--- src/rtl/stat_pkg.sv ---
package stat_pkg;
    localparam int ARITH_W = 3;
    localparam int IDX_C   = 0;
    localparam int IDX_DC  = 1;
    localparam int IDX_Z   = 2;
    localparam int IDX_PD  = 3;
    localparam int IDX_TO  = 4;
    localparam int IMPL_W  = 5;

    typedef struct packed {
        logic               tmo;
        logic               pwd;
        logic [ARITH_W-1:0] ar;
    } stat_t;

    typedef struct packed {
        logic pwrup;
        logic wdt_clr;
        logic sleep;
        logic wdt_to;
    } evt_t;
endpackage

--- src/rtl/stat_flag_merge.sv ---
module stat_flag_merge #(
    parameter int W = 3
) (
    input  logic [W-1:0] cur_i,
    input  logic [W-1:0] upd_i,
    input  logic [W-1:0] alu_i,
    input  logic         wr_en_i,
    input  logic [W-1:0] wr_dat_i,
    output logic [W-1:0] nxt_o
);
    logic lock;

    // any flag update by the instruction blocks its own write to all arithmetic bits
    assign lock = |upd_i;

    for (genvar i = 0; i < W; i++) begin : g_flag
        always_comb begin
            if (upd_i[i]) begin
                nxt_o[i] = alu_i[i];
            end else if (wr_en_i && !lock) begin
                nxt_o[i] = wr_dat_i[i];
            end else begin
                nxt_o[i] = cur_i[i];
            end
        end
    end
endmodule

--- src/rtl/stat_event_unit.sv ---
module stat_event_unit
    import stat_pkg::*;
(
    input  evt_t ev_i,
    input  logic tmo_i,
    input  logic pwd_i,
    output logic tmo_o,
    output logic pwd_o
);
    always_comb begin
        // time-out flag: timeout clears and wins
        if (ev_i.wdt_to) begin
            tmo_o = 1'b0;
        end else if (ev_i.pwrup || ev_i.wdt_clr || ev_i.sleep) begin
            tmo_o = 1'b1;
        end else begin
            tmo_o = tmo_i;
        end

        // power-down flag: set sources win over sleep
        if (ev_i.pwrup || ev_i.wdt_clr) begin
            pwd_o = 1'b1;
        end else if (ev_i.sleep) begin
            pwd_o = 1'b0;
        end else begin
            pwd_o = pwd_i;
        end
    end
endmodule

--- src/rtl/cpu_stat_reg.sv ---
module cpu_stat_reg
    import stat_pkg::*;
#(
    parameter int DATA_W = 8
) (
    input  logic               clk,
    input  logic               rst_n,
    input  logic [ARITH_W-1:0] alu_flag_i,
    input  logic [ARITH_W-1:0] alu_upd_i,
    input  logic               wr_en_i,
    input  logic [DATA_W-1:0]  wr_data_i,
    input  logic               pwrup_i,
    input  logic               wdt_clr_i,
    input  logic               sleep_i,
    input  logic               wdt_to_i,
    output logic [DATA_W-1:0]  stat_o
);
    localparam int HI_W = DATA_W - IMPL_W;
    localparam stat_t RST_VAL = '{tmo: 1'b1, pwd: 1'b1, ar: '0};

    stat_t              st_d, st_q;
    evt_t               ev;
    logic [ARITH_W-1:0] ar_nxt;
    logic               tmo_nxt, pwd_nxt;

    assign ev = '{pwrup: pwrup_i, wdt_clr: wdt_clr_i, sleep: sleep_i, wdt_to: wdt_to_i};

    stat_flag_merge #(.W(ARITH_W)) u_merge (
        .cur_i   (st_q.ar),
        .upd_i   (alu_upd_i),
        .alu_i   (alu_flag_i),
        .wr_en_i (wr_en_i),
        .wr_dat_i(wr_data_i[ARITH_W-1:0]),
        .nxt_o   (ar_nxt)
    );

    stat_event_unit u_evt (
        .ev_i (ev),
        .tmo_i(st_q.tmo),
        .pwd_i(st_q.pwd),
        .tmo_o(tmo_nxt),
        .pwd_o(pwd_nxt)
    );

    always_comb begin
        st_d     = st_q;
        st_d.ar  = ar_nxt;
        st_d.tmo = tmo_nxt;
        st_d.pwd = pwd_nxt;
    end

    always_ff @(posedge clk or negedge rst_n) begin
        if (!rst_n) begin
            st_q <= RST_VAL;
        end else begin
            st_q <= st_d;
        end
    end

    assign stat_o = {{HI_W{1'b0}}, st_q.tmo, st_q.pwd, st_q.ar};

    // top bits stay clear even when written with ones
    a_r1_hi_zero: assert property (@(posedge clk) disable iff (!rst_n)
        wr_en_i && (|wr_data_i[DATA_W-1:IMPL_W]) |=> stat_o[DATA_W-1:IMPL_W] == '0);

    // updated flag follows the ALU value
    a_r4_alu_wins: assert property (@(posedge clk) disable iff (!rst_n)
        alu_upd_i[IDX_C] |=> stat_o[IDX_C] == $past(alu_flag_i[IDX_C]));

    // non-updated digit carry ignores write while another flag updates
    a_r5_write_locked: assert property (@(posedge clk) disable iff (!rst_n)
        wr_en_i && (|alu_upd_i) && !alu_upd_i[IDX_DC] |=> stat_o[IDX_DC] == $past(stat_o[IDX_DC]));

    // write alone never moves the event flags
    a_r6_evt_ro: assert property (@(posedge clk) disable iff (!rst_n)
        wr_en_i && (wr_data_i[IDX_TO:IDX_PD] != stat_o[IDX_TO:IDX_PD]) &&
        !pwrup_i && !wdt_clr_i && !sleep_i && !wdt_to_i
        |=> stat_o[IDX_TO:IDX_PD] == $past(stat_o[IDX_TO:IDX_PD]));

    // timeout clears time-out flag
    a_r7_timeout: assert property (@(posedge clk) disable iff (!rst_n)
        wdt_to_i |=> !stat_o[IDX_TO]);

    // sleep without set source clears power-down flag
    a_r8_sleep_pd: assert property (@(posedge clk) disable iff (!rst_n)
        sleep_i && !pwrup_i && !wdt_clr_i |=> !stat_o[IDX_PD]);

    // idle cycle holds the register
    a_r9_hold: assert property (@(posedge clk) disable iff (!rst_n)
        !wr_en_i && (alu_upd_i == '0) && !pwrup_i && !wdt_clr_i && !sleep_i && !wdt_to_i
        |=> $stable(stat_o));
endmodule

--- config.mk ---
export PLATFORM = sky130hd
export DESIGN_NAME = cpu_stat_reg
export DESIGN_NICKNAME = d
export VERILOG_FILES = /design/src/rtl/stat_pkg.sv /design/src/rtl/stat_flag_merge.sv /design/src/rtl/stat_event_unit.sv /design/src/rtl/cpu_stat_reg.sv
export SDC_FILE = /design/constraint.sdc
export NUM_CORES = 1
export LEC_CHECK = 0
export BUFFER_PORTS_ARGS = -buffer_cell sky130_fd_sc_hd__buf_4
export CELL_PAD_IN_SITES_DETAIL_PLACEMENT = 1
export CELL_PAD_IN_SITES_GLOBAL_PLACEMENT = 1
export CORE_AREA = 2 2 39 41
export DETAILED_ROUTE_END_ITERATION = 16
export DIE_AREA = 0 0 41 43
export GPL_TIMING_DRIVEN = 0
export PLACE_DENSITY_LB_ADDON = 0.1
export SYNTH_ARGS = -nofsm -noshare
export SYNTH_HDL_FRONTEND = slang
export SYNTH_HIERARCHICAL = 1
export SYNTH_SLANG_ARGS = --single-unit
export TNS_END_PERCENT = 5
--- constraint.sdc ---
create_clock -name clk -period 2.04 [get_ports clk]
set_clock_uncertainty 0.05 [all_clocks]
set_input_delay 0.204 -clock clk [delete_from_list [all_inputs] [get_ports clk]]
set_output_delay 0.204 -clock clk [all_outputs]
set_load 0.1 [all_outputs]
* After elaboration in Yosys (flattened, before gate mapping) *
Index checks and enable logic that the tools add are counted.

storage, ports and cells
  flip-flop bits (word level) = 5
  latch bits = 0
  logic and storage cells = 25
  memory bits (read-only) = 0
  input bits = 21
  RAM bits = 0
  memories = 0

cells by class
  multipliers = 0
  magnitude comparators = 0
  $add $sub $neg = 0
  multiplexer cells = 10
  bitwise operators = 0
  equality and inequality tests = 0
  reductions and logical operators = 10
  shift operators = 0
  div/mod/pow operators = 0

operators with widths
  operator            number
  2-to-1 mux 1 bit    10
  nonzero test 2 bit  5
  OR reduction 3 bit  1
  logical OR 1 bit    2
  logical AND 1 bit   1
  logical NOT 1 bit   1

* Longest topological paths before layout *
  depth after elaboration = 5
  gate-level depth with buffers = 2
  mapped depth without buffers = 2

* By module *
Netlist, hierarchy kept.

modules (own cells, without submodules)
  module           area each (um^2)  seq. area each (um^2)  instances  cells each
  cpu_stat_reg     153.9             127.6                  1          9
  stat_flag_merge  98.8              0.0                    1          10
  stat_event_unit  27.5              0.0                    1          5

* Worst setup path before layout *
Ideal clock, no wire load.

  path kind = register to register
  start point = register, netlist name stat_o[0]
  end point = register st_q, in the netlist stat_o[0]
  arrival = 1180 ps
  stages on the path, launching flop included = 3
  path slack = 730 ps
  cell sequence = dfrtp_1 > mux2i_1 > mux2i_1

RTL lines
  element               line                source
  to (signal assigned)  cpu_stat_reg.sv:56  st_q <= st_d;
  to (decl)             cpu_stat_reg.sv:21  stat_t st_d, st_q;

* Worst setup path after layout *
  start point = register st_q, in the netlist stat_o[3]
  end point = output port stat_o[3]

RTL lines
  element    line                source
  to (decl)  cpu_stat_reg.sv:16  output logic [DATA_W-1:0] stat_o

No word-level cell between the ends.

==> impl_metrics.py <==
metrics = {
    "cells_and_area": {
        "syn2layout_area_growth_pct": 76.34,
        "nets": 73,
        "diodes": 0,
        "drive_gt1_share_pct": 60.78,
        "largest_register_ffs": 5,
        "fin_util_pct": 35.71,
    },
    "power_and_ir_drop": {
        "sw_frac_of_total_pct": 40.56,
        "p_leak_nw": 0.2487,
        "seqPwrFrac_pct": 29.9,
        "p_int_uw": 230.3,
        "max-vdd-ir-drop_uv": 367.5,
        "power_density_nw_per_um2": 783.8,
        "combPwrFrac_pct": 42.1,
        "p_clk_share_pct": 28.0,
        "p_sw_uw": 157.1,
    },
    "route": {
        "drt_pre_antenna_iters": 1,
        "ant_nets": 0,
        "remaining_drc_errors": 0,
        "vias": 265,
        "via_per_inst": 3.955,
        "wl_um": 661,
        "drtIter0Drc": 0,
        "post_drt_wl_per_cell_um": 9.866,
    },
    "synth": {
        "synth_area_um2": 280.3,
        "synth_top_cell_area_share_pct": 26.79,
        "async_reset_ff_share_pct": 100.0,
        "ys_warn_count": 6,
        "synth_top_flop_cell": "dfrtp_1",
        "ys_top_cells_by_area": "dfrtp_1 (27%), mux2i_1 (21%), dfstp_2 (19%), nor4b_4 (8.5%), buf_4 (8.0%)",
        "synth-edff-count": 0,
        "synth_cell_types": 12,
        "synth.avg_cell_area_um2": 11.68,
        "yosysTopAreaCell": "dfrtp_1",
        "netlist_instances": 24,
        "yosysMostFrequentCell": "mux2i_1",
        "ys_top_cells_by_count": "mux2i_1 (6), a21oi_1 (3), buf_4 (3), dfrtp_1 (3), dfstp_2 (2)",
        "yosysSeqAreaShare_pct": 45.54,
        "yosys_register_bits": 5,
    },
    "timing": {
        "hold_viol_final": 0,
        "fmax_mhz": 774.1,
        "fin_crit_sh_pct": 63.33,
        "rsz0062_at_grt": "false",
        "finalWorstSetupSlack_ns": 0.7481,
        "period_needed_ns": 1.292,
        "drv_slew": 0,
        "final-setup-viol-count": 0,
        "finalSetupTns_ns": 0,
    },
    "placement": {
        "gp_congestion": 0.6269,
        "pre_cts_ws_ns": 0.9353,
        "numPortBuffers": 20,
    },
    "critical_path": {
        "rrSetupSlack_ns": 1.24,
        "crit_path_start_kind": "register",
        "crit_chain": "buf_4",
        "cp_max_fo": 2,
        "critPathMaxStageDelay_ns": 0.52,
        "critPathTopFamily": "flip-flops",
        "required_ns": 1.79,
        "critical_path_class": "reg2out",
        "slowest_stage": "dfstp_2",
        "path_buf_inv": 1,
        "crit_arrival_ns": 1.04,
        "crit_path_end_kind": "output pin",
    },
    "clock_tree": {
        "cts_sinks": 5,
        "cts_tree": "built",
        "cts_root_buf": "clkbuf_4",
        "cts_made_buffers": 3,
        "clkSlewWorstSetupHoldPaths_ns": 0.04,
        "htree_levels": 1,
        "cts_setup_buffers": 0,
        "clk_path_buf_depth": 2,
        "clk_latency_ns": 0.23,
    },
    "min_path": {
        "hold_class": "in2reg",
    },
    "floorplanning": {
        "fp.dieH_um": 43,
        "die_w_um": 41,
        "fp.coreArea_um2": 1384,
        "initial_utilization_pct": 20.25,
        "io_pins": 29,
        "rows": 14,
        "die_area_um2": 1763,
    },
    "global_routing": {
        "globalRoute.totalOverflow": 0,
        "grt_start_max_net_pins": 6,
        "grt_first_pass_wirelength_um": 959,
        "first_global_vias": 264,
        "track_usage_pct": 8.165,
        "grt_antenna_before_repair": 0,
    },
    "run": {
        "max-cap-violations": 0,
    },
    "status": {
        "status": "finished clean",
    },
}
## worst reg2reg max path: stages, from the launching register on
cell	delay, ns
dfstp_2	0.52
inv_1	0.04
o21ai_1	0.12
## worst paths after layout
path / from / to / cells past startpoint
worst max-delay path: stat_o[3] / stat_o[3] / 1
worst min register to register: stat_o[3] / stat_o[3] / 2
max in group asynchronous: rst_n / stat_o[4] / 2
worst max register to register: stat_o[3] / stat_o[3] / 2
worst min-delay path: wdt_to_i / stat_o[4] / 2
min in group asynchronous: rst_n / stat_o[2] / 2
## cells in the final DEF, fill, tap and decap left out
cell type,n
inv_1,1
conb_1,3
mux2i_1,6
nor2_2,1
o21ai_1,1
clkbuf_1,1
nor4b_4,1
a21oi_1,3
a21oi_2,1
buf_4,23
dfrtp_1,3
nor2_1,1
clkbuf_4,3
dfstp_2,2
dlygate4sd3_1,1
## power by group through the flow
stage	Sequential, mW	Combinational, mW	Clock (mW)
floorplan	0.186	0.0447	0
global placement	0.116	0.160	0
detailed placement	0.117	0.162	0
CTS	0.116	0.164	0.115
global route	0.117	0.170	0.124
finish	0.116	0.163	0.109
## metrics by stage
stage               hold WS, ns  area [um2]  cells  total power, mW
detailed placement     -0.04220       457.9     62           0.2796
CTS                     0.02149       494.2     67           0.3953
floorplan               -0.1416       287.8     26           0.2307
global placement       -0.04085       457.9     62           0.2766
finish                  0.03009       494.2     67           0.3874
global route            0.02689       494.2     67           0.4107
## area by class of cell
cell class,instances,area (um2)
fill,170,889.6
timing repair buffer,21,160.2
multi-input combinational,17,133.9
sequential,5,127.6
clock buffer,4,26.28
buffer,3,22.52
tap,16,20.02
inverter,1,3.754
## cells by family (layout without fill, tap and decap cells)
group	Yosys count	count (layout)	synth area share [%]
compound gates	5	5	10.27
buf+inv	4	29	9.373
flops	5	5	45.53
mux	6	6	21.43
other cells	1	3	1.338
simple gates	3	3	12.05
## timing repair
action,in CTS,in global routing
resized for setup,0,0
hold buffers,1,0
endpoints found under the hold margin,5,0
## routing by layer
metal	share of wire, %	track usage, %	wire [um]	up-vias
met1	32	7.166	212	120
li1	-	-	-	131
met2	57	14.69	376	14
met5	0	0	0	-
met4	0	2.000	0	0
met3	11	4.712	73	0
(Power assumes the default switching activity.)
